===== config.mk =====
export PLATFORM = sky130hd
export DESIGN_NAME = ecc_err_logger
export DESIGN_NICKNAME = d
export VERILOG_FILES = /design/src/rtl/ecc_log_pkg.sv /design/src/rtl/ecc_log_ctrl.sv /design/src/rtl/ecc_log_dpath.sv /design/src/rtl/ecc_err_logger.sv
export SDC_FILE = /design/constraint.sdc
export NUM_CORES = 1
export LEC_CHECK = 0
export ABC_AREA = 1
export BUFFER_PORTS_ARGS = -buffer_cell sky130_fd_sc_hd__buf_4
export CELL_PAD_IN_SITES_DETAIL_PLACEMENT = 1
export CELL_PAD_IN_SITES_GLOBAL_PLACEMENT = 1
export CORE_UTILIZATION = 30
export DETAILED_ROUTE_END_ITERATION = 7
export GPL_TIMING_DRIVEN = 0
export PLACE_DENSITY_LB_ADDON = 0.1
export SYNTH_ARGS = -nofsm -noshare
export SYNTH_HDL_FRONTEND = slang
export SYNTH_SLANG_ARGS = --single-unit

===== constraint.sdc =====
create_clock -name clk -period 3.2 [get_ports clk]
set_input_delay 0.48 -clock clk [delete_from_list [all_inputs] [get_ports clk]]
set_output_delay 0.48 -clock clk [all_outputs]
set_load 0.05 [all_outputs]

===== src/rtl/ecc_log_pkg.sv =====
package ecc_log_pkg;
  localparam int OFS_FIX_ADDR  = 'h140;
  localparam int OFS_FIX_CNT   = 'h148;
  localparam int OFS_FAIL_ADDR = 'h160;
  localparam int OFS_FAIL_CNT  = 'h168;
  localparam int NUM_CLASSES   = 2;

  typedef enum logic [2:0] {
    SEL_NONE, SEL_FIX_ADDR, SEL_FIX_CNT, SEL_FAIL_ADDR, SEL_FAIL_CNT
  } rdSel_e;

  typedef struct packed {
    logic   fixLog;
    logic   failLog;
    logic   rdStb;
    rdSel_e rdSel;
  } logStrobes_t;
endpackage


===== src/rtl/ecc_log_ctrl.sv =====
module ecc_log_ctrl
  import ecc_log_pkg::*;
#(
  parameter int OFF_W = 12
) (
  input  logic             clk,
  input  logic             rstN,
  input  logic             fixStrobe,
  input  logic             failStrobe,
  input  logic             rdEn,
  input  logic [OFF_W-1:0] rdAddr,
  output logStrobes_t      strobes,
  output logic             fixIrq,
  output logic             failIrq
);
  rdSel_e rdSel;
  logic [NUM_CLASSES-1:0] logIn, clrIn, irqQ;

  always_comb begin
    rdSel = SEL_NONE;
    if (rdAddr == OFF_W'(OFS_FIX_ADDR))       rdSel = SEL_FIX_ADDR;
    else if (rdAddr == OFF_W'(OFS_FIX_CNT))   rdSel = SEL_FIX_CNT;
    else if (rdAddr == OFF_W'(OFS_FAIL_ADDR)) rdSel = SEL_FAIL_ADDR;
    else if (rdAddr == OFF_W'(OFS_FAIL_CNT))  rdSel = SEL_FAIL_CNT;
  end

  always_comb begin
    strobes.fixLog  = fixStrobe;
    strobes.failLog = failStrobe;
    strobes.rdStb   = rdEn;
    strobes.rdSel   = rdSel;
    logIn = {failStrobe, fixStrobe};
    clrIn = {rdEn && (rdSel == SEL_FAIL_CNT), rdEn && (rdSel == SEL_FIX_CNT)};
  end

  // a new error dominates a read-clear on the same edge
  for (genvar k = 0; k < NUM_CLASSES; k++) begin : g_irq
    always_ff @(posedge clk) begin
      if (!rstN)         irqQ[k] <= 1'b0;
      else if (logIn[k]) irqQ[k] <= 1'b1;
      else if (clrIn[k]) irqQ[k] <= 1'b0;
    end
  end

  assign fixIrq  = irqQ[0];
  assign failIrq = irqQ[1];
endmodule


===== src/rtl/ecc_log_dpath.sv =====
module ecc_log_dpath
  import ecc_log_pkg::*;
#(
  parameter int ADDR_W = 38,
  parameter int CNT_W  = 32,
  parameter int DATA_W = 64
) (
  input  logic              clk,
  input  logic              rstN,
  input  logic [ADDR_W-1:0] errAddr,
  input  logStrobes_t       strobes,
  output logic [DATA_W-1:0] rdData,
  output logic [ADDR_W-1:0] fixAddr,
  output logic [CNT_W-1:0]  fixCnt,
  output logic [ADDR_W-1:0] failAddr,
  output logic [CNT_W-1:0]  failCnt
);
  localparam logic [CNT_W-1:0] CNT_MAX = {CNT_W{1'b1}};

  logic [NUM_CLASSES-1:0] logIn;
  logic [ADDR_W-1:0] addrQ [NUM_CLASSES];
  logic [CNT_W-1:0]  cntQ  [NUM_CLASSES];
  logic [DATA_W-1:0] rdNext;

  assign logIn = {strobes.failLog, strobes.fixLog};

  for (genvar k = 0; k < NUM_CLASSES; k++) begin : g_rec
    always_ff @(posedge clk) begin
      if (!rstN) begin
        addrQ[k] <= '0;
        cntQ[k]  <= '0;
      end else if (logIn[k]) begin
        addrQ[k] <= errAddr;
        if (cntQ[k] != CNT_MAX) cntQ[k] <= cntQ[k] + 1'b1;
      end
    end
  end

  always_comb begin
    case (strobes.rdSel)
      SEL_FIX_ADDR:  rdNext = DATA_W'(addrQ[0]);
      SEL_FIX_CNT:   rdNext = DATA_W'(cntQ[0]);
      SEL_FAIL_ADDR: rdNext = DATA_W'(addrQ[1]);
      SEL_FAIL_CNT:  rdNext = DATA_W'(cntQ[1]);
      default:       rdNext = '0;
    endcase
  end

  always_ff @(posedge clk) begin
    if (!rstN)              rdData <= '0;
    else if (strobes.rdStb) rdData <= rdNext;
  end

  assign fixAddr  = addrQ[0];
  assign fixCnt   = cntQ[0];
  assign failAddr = addrQ[1];
  assign failCnt  = cntQ[1];
endmodule


===== src/rtl/ecc_err_logger.sv =====
module ecc_err_logger
  import ecc_log_pkg::*;
#(
  parameter int ADDR_W = 38,
  parameter int CNT_W  = 32,
  parameter int DATA_W = 64,
  parameter int OFF_W  = 12
) (
  input  logic              clk,
  input  logic              rstN,
  input  logic              fixStrobe,
  input  logic              failStrobe,
  input  logic [ADDR_W-1:0] errAddr,
  input  logic              rdEn,
  input  logic [OFF_W-1:0]  rdAddr,
  output logic [DATA_W-1:0] rdData,
  output logic              fixIrq,
  output logic              failIrq
);
  logStrobes_t strobes;
  logic [ADDR_W-1:0] fixAddr, failAddr;
  logic [CNT_W-1:0]  fixCnt, failCnt;

  ecc_log_ctrl #(.OFF_W(OFF_W)) u_ctrl (
    .clk(clk), .rstN(rstN), .fixStrobe(fixStrobe), .failStrobe(failStrobe),
    .rdEn(rdEn), .rdAddr(rdAddr), .strobes(strobes),
    .fixIrq(fixIrq), .failIrq(failIrq)
  );

  ecc_log_dpath #(.ADDR_W(ADDR_W), .CNT_W(CNT_W), .DATA_W(DATA_W)) u_dpath (
    .clk(clk), .rstN(rstN), .errAddr(errAddr), .strobes(strobes),
    .rdData(rdData), .fixAddr(fixAddr), .fixCnt(fixCnt),
    .failAddr(failAddr), .failCnt(failCnt)
  );
endmodule


==> results summary, run 1 <==
IR analysis of the VDD net gives a maximum drop of 0.0003771 V. For this configuration, the core starts out at a cell density of 0.3072. After detailed routing, the number of vias per cell comes to 4.769. In this run, synthesis produced a sequential element count of 180.

OpenSTA, run right after detailed placement, puts the worst setup slack at between 0.6 and 0.7 ns. Setup violations remaining at the end of the flow were counted as 0. The smallest clock period supported by the final layout is computed as 2.497 ns. The post-synthesis sequential area ratio came out at 0.5124. For the final database, setup skew stands at 0.01222 ns. The worst slew slack as a fraction of its limit is 0.3057.

Summed over all cells, the static leakage comes to 4.870 nW. The total negative setup slack is 0 ns. The achievable clock frequency came out at 400.6 MHz. The final count of pins violating max slew is 0. The synthesized design contains 140 enable-type register cells. The number of instances in the synthesized netlist is 1170. The maximum clock path buffer count is 2. The total wirelength of the detailed-routed design is around 34000 µm. The length in cells of the worst reg-to-reg path is 8.

The source of the worst register-to-register timing path is u_dpath.cntQ[0][0]$_SDFFCE_PN0P_. The worst endpoint data arrival time is around 2.5 ns. The post-route fraction of the period consumed by the critical path came out at 0.7802. Post-CTS timing repair inserted 0 buffers for setup. In the synthesized netlist the dominant register cell turns out to be edfxtp_1. The number of antenna-violating nets in the routed design came out at 0.

The number of top-level design ports is ~120. The detailed-route via count came out at 8375. The total congestion overflow is 0. The clock latency at the later pin of the worst-skew pair is 0.46 ns. The horizontal extent of the die came out at around 180 µm. The post-detailed-route DRC marker count came out at 0. The clock tree from TritonCTS is built. The library cells used most frequently in the layout, excluding fill and tap cells, are nand2_1, nor2_1, edfxtp_1. The die covers 33290 µm².

The wire length of the first global-routing pass is 51610 µm. The CTS clock-pin slew for the worst setup and hold paths came out at 0.08 ns. The synthesis-to-finish area growth is 20.40%. STA classifies the critical path startpoint as a register. The placeable core area is 31800 µm². Across every metal layer, demand over resource in global routing totals 0.2101. The HPWL after detailed placement is 26300 µm. The most critical setup path has its endpoint at u_dpath.cntQ[0][26]$_SDFFCE_PN0P_. In the synthesized netlist the async set-or-reset flop fraction comes to 0.

The buffer cell driving the clock tree root is clkbuf_16. The beginning of the critical path is u_dpath.cntQ[0][0]$_SDFFCE_PN0P_. Before antenna repair, the detailed router went through 4 iterations.

The number of standard-cell rows in the floorplan came out at 65. STA puts the critical path data required time at 3.21 ns. The fraction of layout instances using a drive strength above 1 is 0.1809.

The average footprint of a synthesized cell came out at 8.349 µm². The class of the worst hold path is in -> reg. The floorplan die height came out at 182.4 µm. The run finished with clean final reports. By startpoint and endpoint, the worst setup path is classified as reg -> reg.

The first routing iteration left 488 violations. Routability-driven placement finished with a final weighted congestion of a little under 0.9. The number of clock sinks is 180. The synthesized netlist contains 37 unique library cells. The number of global-route vias before repair is 8548. In this run the worst path has a maximum fanout of 32. Buffers placed on the I/O ports in this run total 94.

The average detailed-routed wire length per instance came out at about 19 µm. The worst register-to-register path ends at u_dpath.cntQ[0][26]$_SDFFCE_PN0P_. The H-tree was split into 4 levels.

The final number of hold-violating endpoints was 0. The most common library cell in the layout ignoring fill and taps is nand2_1. The final layout contains 1365 nets. The post-cts resize count is 0. Setup repair after global routing left no endpoint under its margin. The power per cell area is 472.2 nW/µm². The summed instance area of the synthesized netlist is between 9000 and 10000 µm².

The number of synthesis warnings came out at 0. The endpoint class of the critical path is a register. The count of inserted antenna diode cells came out at 0. The maximum number of pins on one net before global-route repair is 39.

Setup slack on the worst reg-to-reg path comes out at 0.70 ns. The least setup slack across all paths after layout came out at 0.7035 ns. The tool flagged a number of max-cap violations equal to 0. The number of clock buffers added by TritonCTS is 17.

The quantity of hold-fixing buffers added after cts is 0. The initial antenna violation count came out at 0. The slew of the pin with the lowest slew margin is 1.041 ns.
-- sequential cells by signal, summed over array words and instances (netlist names) --
| register | cells |
|---|---|
| u_dpath.addrQ | 76 |
| u_dpath.cntQ | 64 |
| u_dpath.rdData | 38 |
| u_ctrl.failIrq | 1 |
| u_ctrl.fixIrq | 1 |
-- worst min path at each step --
stage / depth (start not counted) / start / end
6_report: 3 / errAddr[26] / u_dpath.addrQ[1][26]$_SDFFCE_PN0P_
2_1_floorplan: 4 / u_dpath.addrQ[0][32]$_SDFFCE_PN0P_ / u_dpath.rdData[32]$_SDFFE_PN0P_
4_1_cts: 3 / errAddr[31] / u_dpath.addrQ[0][31]$_SDFFCE_PN0P_
3_5_place_dp: 2 / u_dpath.rdData[34]$_SDFFE_PN0P_ / u_dpath.rdData[34]$_SDFFE_PN0P_
5_1_grt: 3 / errAddr[28] / u_dpath.addrQ[0][28]$_SDFFCE_PN0P_
3_3_place_gp: 2 / u_dpath.rdData[33]$_SDFFE_PN0P_ / u_dpath.rdData[33]$_SDFFE_PN0P_
-- final cells by class --
cell class | count | area [µm²]
well taps | 435 | 544.3
clock buffers | 20 | 500.5
multi-input cells | 842 | 4045
flip-flops and latches | 180 | 5005
plain buffers | 79 | 464.2
clock inverters | 12 | 143.9
repair buffers | 94 | 705.7
inverters | 94 | 352.8
fillers | 3820 | 20040
-- critical path, cell delays in order, from the launching register on --
cell and delay (ns):
edfxtp_1 0.46, ha_1 0.24, nand3_2 0.15, nor2_2 0.20, nand3_1 0.16, nor2_2 0.17
nand2_1 0.10, nand2_1 0.08, nand2_2 0.47
-- synthesized netlist by cell type, types with 5 or more instances --
cell type	n	area, µm²
or2_2	8	50.05
nor2_1	171	641.9
inv_2	5	18.77
xnor2_1	9	78.83
nand3b_1	7	52.55
or2_0	11	68.82
xor2_1	21	183.9
a21oi_1	60	300.3
nand3_1	132	660.6
a21oi_2	9	78.83
edfxtp_1	140	4204
clkbuf_1	20	75.07
buf_4	31	232.7
inv_1	89	334.1
dfxtp_1	40	800.8
nor2_2	12	75.07
nor3_1	23	115.1
nand4_1	34	212.7
o21ai_0	31	155.2
nand3_2	6	60.06
nand2_1	261	979.7
buf_2	23	115.1
-- where the power goes --
part	leakage, nW	internal (mW)	switching, mW
registers	1.85	2.66	0.130
clock network	0.320	1.26	1.06
logic	2.70	0.137	0.303
-- per-stage QoR --
step                        util  instance area [µm²]  total power [mW]  hold WS (ns)  cells
after CTS                 0.3699                11760             5.611        0.3095   1756
after floorplan                -                 9862             3.073        0.5562   1195
after global placement    0.3494                11110             3.280        0.4604   1724
after global routing      0.3699                11760             5.738        0.3157   1756
after detailed placement  0.3496                11120             3.287        0.4572   1724
final                     0.3699                11760             5.554        0.3268   1756
-- logic make-up after synthesis --
kind of cell,after synthesis,share of synthesized area
compound gates,102,0.05598
xor+xnor,30,0.02690
fa+ha+maj,2,0.002561
buf+inv,173,0.08364
flops,180,0.5124
other cells,1,0.0003839
simple gates,682,0.3182
-- per-layer routing --
metal / GRT usage / vias to the layer above / wire, µm
met2: 0.3367 / 168 / 15450
met1: 0.2921 / 4061 / 16480
li1: - / 4117 / -
met3: 0.03353 / 29 / 1157
met5: 0 / - / 0
met4: 0.05916 / 0 / 612
Power figures use the tool's default switching activity.
==> inputs of run 2 (changes only) <==
Clock period 3.2 ns to 2.05 ns, I/O delays scaled along.
==> run 2 against run 1 <==
  * Total power increased by 53%
  * Wire length is 0.34% higher
  * Die area did not move
  * Register-to-register slack worse by 0.56 ns
  * Final area up 1.8%
  * Setup slack worse by 0.56 ns
  * Non-clock buffer count is 18 higher
  * Critical path depth increased by 1
  * Core utilization up 0.65 points
  * Sequential cell count is the same
  * Clock power rose by 46%
  * Largest cell class unchanged
==> results summary, run 2 (synthesis gave the netlist of run 1 again) <==
The run finished with clean final reports. The largest vdd supply drop is 0.0005734 V. The detailed-route via count came out at 8455. The required time of the worst setup path came out at between 2 and 2.5 ns. On the final layout, the worst clock skew is 0.01187 ns. Entering global routing, the biggest net connects 39 pins. The achievable clock frequency came out at 523.5 MHz. The CTS clock-pin slew for the worst setup and hold paths came out at around 0.08 ns. The post-route fraction of the period consumed by the critical path came out at 0.9318. The top cell types in the final layout, fill and taps aside, are nand2_1, nor2_1, buf_4, edfxtp_1, nand3_1. The floorplan die height came out at 182.4 µm. The horizontal extent of the die came out at 182.4 µm. The worst endpoint data arrival time is 2.12 ns. The multi-input combinational cell area is roughly 4200 µm².

Of the cells placed in the final design, the portion with a size suffix greater than 1 is 0.1970. At the pin with the least slew margin, the transition time is 1.012 ns. The largest fanout on the critical path came out at 10. Dividing the detail-routed via count by the number of cells gives approximately 4.8. TritonCTS built the clock tree. The number of antenna-violating nets in the routed design is 0. The violation count after the first detailed-route iteration is ~500. In the final design database the tool counted 1384 nets. The minimum period implied by the final worst setup slack came out at 1.910 ns. The number of search-and-repair iterations in the first detailed-routing pass is 4. The critical path is of the reg -> reg type. The initial antenna violation count was 0. Setup repair after global routing left no endpoint under its margin. Row generation in the floorplan step produced 65 rows. The tightest min-delay check is of the in -> reg type. The HPWL after detailed placement is 26020 µm. After global routing the overflow that remains totals 0.

The worst slew slack as a fraction of its limit came out at 0.3253. The number of clock sinks came out at 180. The CTS buffer count is 17.

The register with the most flip-flops in the final layout is u_dpath.addrQ. The area enclosed by the die boundary is about 33000 µm². The first global-routing pass estimated 51470 µm of wire. Leaving out fill and tap cells, the most frequent cell in the layout is nand2_1. The average detailed-routed wire length per instance is 19.05 µm. The clock latency at the later pin of the worst-skew pair came out at 0.45 ns. In this run the static leakage power is 4.947 nW. The count of inserted antenna diode cells came out at 0. STA classifies the critical path startpoint as a register. The final number of hold-violating endpoints came out at 0.

The number of global-route vias before repair was between 8k and 9k. The register with the most flip-flops in the layout has 76 of them. The max-cap violation count is 0.

The power per cell area is just over 700 nW/µm². The final count of pins violating max slew came out at 0. The synthesis-to-finish area growth came out at 22.52%. The maximum clock path buffer count came out at 2. The total wirelength of the detailed-routed design came out at 33810 µm.

In the global route stage, overall resource usage came out at 0.2100. For this configuration, the core starts out at a cell density of 0.3072. For this design the top-level I/O count stands at about 120. The length in cells of the worst reg-to-reg path came out at 9. The placeable core area is 31800 µm². STA classifies the critical path endpoint as a register. The worst hold path stage count came out at 3. Total power for the finished layout comes to 8.481 mW. The largest registers in the layout are u_dpath.addrQ (76), u_dpath.cntQ (64), u_dpath.rdData (38).

The total number of H-tree levels came out at 4. The fill cell instance count of the final layout is 3837. The buffer cell driving the clock tree root is clkbuf_16. The total of buffers placed on input and output ports is 94. The cell area reported after detailed placement is 11120 µm². The register area came out at 5005 µm². The count of final setup violators came out at 0.

The finished cells cover 11970 µm². The placer's final routability congestion estimate came out at 0.8643. In the routed design, unresolved DRC markers number 0.
-- run 2: cell count changes in the layout (fill, tap and decap cells not counted), sizes merged --
cell | previous run | this run
inv | 103 | 102
buf | 153 | 171
clkinvlp | 0 | 1
clkbuf | 40 | 37
clkinv | 2 | 5
nand2 | 266 | 267
-- run 2: routing by layer --
layer / up-vias / share of wire / global-route usage
li1: 4163 / - / -
met1: 4087 / 0.48 / 0.2947
met2: 175 / 0.46 / 0.3382
met3: 30 / 0.035 / 0.02395
met4: 0 / 0.020 / 0.06387
met5: - / 0 / 0
-- run 2: what timing repair did --
item                       CTS  global route
setup buffers                3            15
hold buffers                 0             0
cloned                       1             0
pin swaps                    2             1
resized for setup           10            11
setup endpoints to repair  124           124
-- run 2: cell type report --
class                   instances  area share
flip-flops and latches        180      0.4182
multi-input cells             843      0.3476
repair buffers                112     0.07026
well taps                     435     0.04548
plain buffers                  79     0.03973
clock buffers                  17     0.03555
inverters                      94     0.02948
clock inverters                15     0.01370
-- run 2: where the power goes --
group	switching [mW]	internal (mW)	total, mW
registers	0.189	4.16	4.34
clock network	1.64	1.73	3.38
logic	0.509	0.251	0.760
total	2.34	6.14	8.48
-- run 2: through the flow --
| stage | worst slack (ns) | std cells | hold WS [ns] | util | setup TNS, ns |
|---|---|---|---|---|---|
| 6_report | 0.1399 | 1775 | 0.1575 | 0.3764 | 0 |
| 5_1_grt | 0.0005582 | 1775 | 0.1622 | 0.3764 | 0 |
| 4_1_cts | -0.008220 | 1760 | 0.1482 | 0.3712 | -0.01992 |
| 3_5_place_dp | -0.4907 | 1724 | 0.4590 | 0.3496 | -33.84 |
| 3_3_place_gp | -0.4611 | 1724 | 0.4598 | 0.3496 | -31.97 |
| 2_1_floorplan | 0.09899 | 1195 | 0.4249 | - | 0 |
-- run 2: critical path: stages, from the launching register on --
cell	delay, ns
edfxtp_1	0.38
ha_2	0.23
nand3_4	0.13
nor2_4	0.15
nand3_2	0.11
nor2_2	0.20
nand2_2	0.12
nand3_4	0.13
buf_6	0.17
nor2_1	0.06
-- run 2: worst paths after layout --
check                                   startpoint                            endpoint  slack, ns
setup / recovery  u_dpath.cntQ[0][1]$_SDFFCE_PN0P_   u_dpath.cntQ[0][20]$_SDFFCE_PN0P_       0.14
hold / removal                         errAddr[35]  u_dpath.addrQ[1][35]$_SDFFCE_PN0P_       0.16
setup reg to reg  u_dpath.cntQ[0][1]$_SDFFCE_PN0P_   u_dpath.cntQ[0][20]$_SDFFCE_PN0P_       0.14
hold reg to reg    u_dpath.rdData[19]$_SDFFE_PN0P_     u_dpath.rdData[19]$_SDFFE_PN0P_       0.47
==> inputs of run 3 (changes only) <==
Settings changed: ABC_AREA 1 to not set.
==> run 3 against run 2 <==
  * The run now ends with setup timing left
  * Synthesized cell count shrank 35%
  * Clock power shrank 4%
  * Critical path depth shrank 3
  * Combinational power grew 36%
  * Critical path type unchanged
  * Critical endpoint is now u_dpath.cntQ[0][19]$_SDFFCE_PN0P_
==> results summary, run 3 <==
The critical path is of the reg -> reg type. The total number of H-tree levels came out at 4. The achievable clock frequency came out at 467.2 MHz. Relative to the synthesized area, the layout overhead comes to 33.64%.

The commonest cells after synthesis are edfxtp_1, and3_1, nor2_1. The final count of pins violating max slew is 0. In this run the horizontal extent of the chip is 173.9 µm. The count of inserted antenna diode cells is 0. STA classifies the critical path startpoint as a register. The worst endpoint data arrival time came out at ~2.3 ns. The slew of the pin with the lowest slew margin came out at 0.8503 ns.

The fill cell instance count of the final layout is between 3k and 4k. The number of instances in the synthesized netlist is approximately 760. The global-route total usage across every layer is 0.2020. Before antenna repair, the detailed router went through 5 iterations.

The number of different library cells in the post-synthesis netlist is 49. The number of global-route vias before repair is around 6.9k. The run finished, with violations left. The detail route stage leaves a number of antenna-violating nets equal to 0. The area share of the leading cell type in the synthesized netlist came out at 0.4744.

The maximum clock skew at final layout came out at 0.01140 ns. The fraction of layout instances using a drive strength above 1 came out at 0.3530. The number of standard-cell rows in the floorplan is 62. The max-cap violation count came out at 0. For this block, the via count after detailed routing is 6851. Measured along the y axis, the die boundary spans roughly 170 µm. The cell area reported after detailed placement is 10210 µm². The total of buffers placed on input and output ports is just over 90. By instance count, the leading cell after synthesis is edfxtp_1. The xor and xnor fraction of the mapped netlist area is 0.05337. The root buffer cell chosen for the clock tree is clkbuf_16. The initial standard-cell utilization of the core is 0.3071. TritonCTS built the clock tree.

Ranked by flip-flop count, first place goes to u_dpath.addrQ. The die covers 30230 µm². The mapped netlist covers 8861 µm². In this run, synthesis produced a sequential element count of 180. The top cell types in the final layout, fill and taps aside, are buf_4, edfxtp_1, and3_1. The path class of the tightest hold or removal check is in -> reg. The placeable core area is 28860 µm².

The library cell used most frequently in the layout, excluding fill and tap cells, is buf_4. The average detailed-routed wire length per instance is ~22 µm. The worst setup path is captured at a register. The total congestion overflow came out at 0. The worst slew slack as a fraction of its limit came out at 0.4332.

Of the total synthesized cell area, the portion taken by AND, OR, NAND and NOR gates is 0.1868. The CTS clock-pin slew for the worst setup and hold paths is 0.07 ns. The largest registers in the layout are u_dpath.addrQ (76), u_dpath.cntQ (64), u_dpath.rdData (38). The number of top-level design ports is 121. After synthesis, the largest family of logic cells by area is simple AND/OR/NAND/NOR gates. Among all flip-flop cells after synthesis, the most frequent one is edfxtp_1. The fraction of synthesized area in multiplexers is 0.07766. The post-synthesis compound-gate area fraction came out at 0.06382. For this run, design rule violations remaining after detail routing come to 0.

The largest vdd supply drop is 0.0003108 V. For this run, the register share of the synthesized area comes to 0.5648. The wire length of the first global-routing pass is 44950 µm.

The register with the most flip-flops in the layout has 76 of them. The least setup slack across all paths after layout came out at -0.09058 ns. The maximum number of pins on one net before global-route repair came out at 30. The final number of hold-violating endpoints is 0. The power per cell area is 725.4 nW/µm². The placer's final routability congestion estimate is 0.7376.

The post-route standard cell area excluding fillers came out at ~12000 µm². The leakage power came out at ~4.8 nW. The initial antenna violation count is 0. The total wirelength of the detailed-routed design is around 30000 µm. Along the worst path, the maximum fanout reaches 8. The number of placed instances, taps included, is around 1.3k. The non-filler instance count after layout is about 1.4k.

The maximum clock path buffer count is 2. The synthesized design spends more area on one cell type than any other, namely edfxtp_1. The count of nets after finishing is 1044. After synthesis, the mean cell area works out to between 10 and 15 µm². The post-route fraction of the period consumed by the critical path came out at 1.044. The number of synthesis warnings is 0. The HPWL after detailed placement came out at 20090 µm. The required time of the worst setup path came out at between 2 and 2.5 ns. The count of final setup violators came out at 58. The violation count after the first detailed-route iteration is approximately 330. By area the synthesized netlist is led by edfxtp_1, dfxtp_1, and3_1. The adder and majority gate portion of the synthesized area came out at 0.002824. The minimum period implied by the final worst setup slack is 2.141 ns. The checks that failed: setup timing.

For the worst-skew pair, the clock arrives at the later sink with an insertion delay of 0.44 ns. The number of clock sinks is between 150 and 200. Setup repair after global routing could not meet its margin everywhere. The CTS buffer count is 17. Dividing the detail-routed via count by the number of cells gives 4.950. The async set-reset flop share out of synthesis is 0. The number of enable flip-flop cells after synthesis came out at 140.
==> run 3: stage by stage <==
stage	setup TNS (ns)	setup slack [ns]	total power [mW]	hold slack, ns	utilization
floorplan	-10.39	-0.2008	4.867	0.4816	-
global placement	-199.33	-1.597	5.214	0.4422	0.3523
detailed placement	-109.49	-0.8163	5.229	0.4485	0.3539
CTS	-6.548	-0.1601	8.537	0.1839	0.3911
global route	-7.835	-0.1429	8.866	0.1946	0.4103
finish	-3.844	-0.09058	8.590	0.2027	0.4103
==> run 3: repair_timing <==
item                                    in CTS  in global routing
buffers inserted                            36                 53
hold buffers                                 0                  0
pin swaps                                   21                 33
resized for setup                           38                 72
endpoints found under the setup margin     149                175
cloned                                       8                  0
==> run 3: area by class of cell <==
class                   instances  area, µm²  share of cell area
plain buffers                  69      411.6             0.03476
clock buffers                  22      464.2             0.03920
clock inverters                10      101.3            0.008559
inverters                      12      45.04            0.003804
multi-input cells             524       3884              0.3280
flip-flops and latches        180       5005              0.4227
well taps                     384      480.5             0.04057
repair buffers                183       1450              0.1225
==> run 3: kinds of logic after synthesis <==
group	after synthesis
buf+inv	86
compound gates	89
fa+ha+maj	2
xor+xnor	54
flops	180
simple gates	293
mux	56
other cells	1
==> run 3: power by group <==
part	total, mW	leakage (nW)	switching (mW)	internal (mW)
combinational	1.03	2.69	0.600	0.434
sequential	4.31	1.85	0.150	4.16
clock	3.25	0.255	1.50	1.75
==> run 3: worst paths after layout <==
kind                            depth (start not counted)                           endpoint                        startpoint  slack [ns]
worst max register to register                          6  u_dpath.cntQ[0][19]$_SDFFCE_PN0P_  u_dpath.cntQ[0][1]$_SDFFCE_PN0P_       -0.09
worst min register to register                          2    u_dpath.rdData[32]$_SDFFE_PN0P_   u_dpath.rdData[32]$_SDFFE_PN0P_        0.47
worst min-delay path                                    2  u_dpath.addrQ[0][7]$_SDFFCE_PN0P_                        errAddr[7]        0.20
worst max-delay path                                    6  u_dpath.cntQ[0][19]$_SDFFCE_PN0P_  u_dpath.cntQ[0][1]$_SDFFCE_PN0P_       -0.09
==> run 3: worst max-delay path, stage by stage, from the launching register on <==
cell      delay (ns)
edfxtp_1        0.41
ha_4            0.16
nand4_1         0.17
or4_4           0.51
nor2_4          0.14
and3_4          0.30
o21ai_4         0.15
==> run 3: metal layers <==
metal	up-vias	wire length, µm	global-route usage
met2	120	14900	0.3337
met4	0	369	0.05519
met1	3489	13990	0.2781
li1	3219	-	-
met5	-	0	0
met3	23	955	0.02500
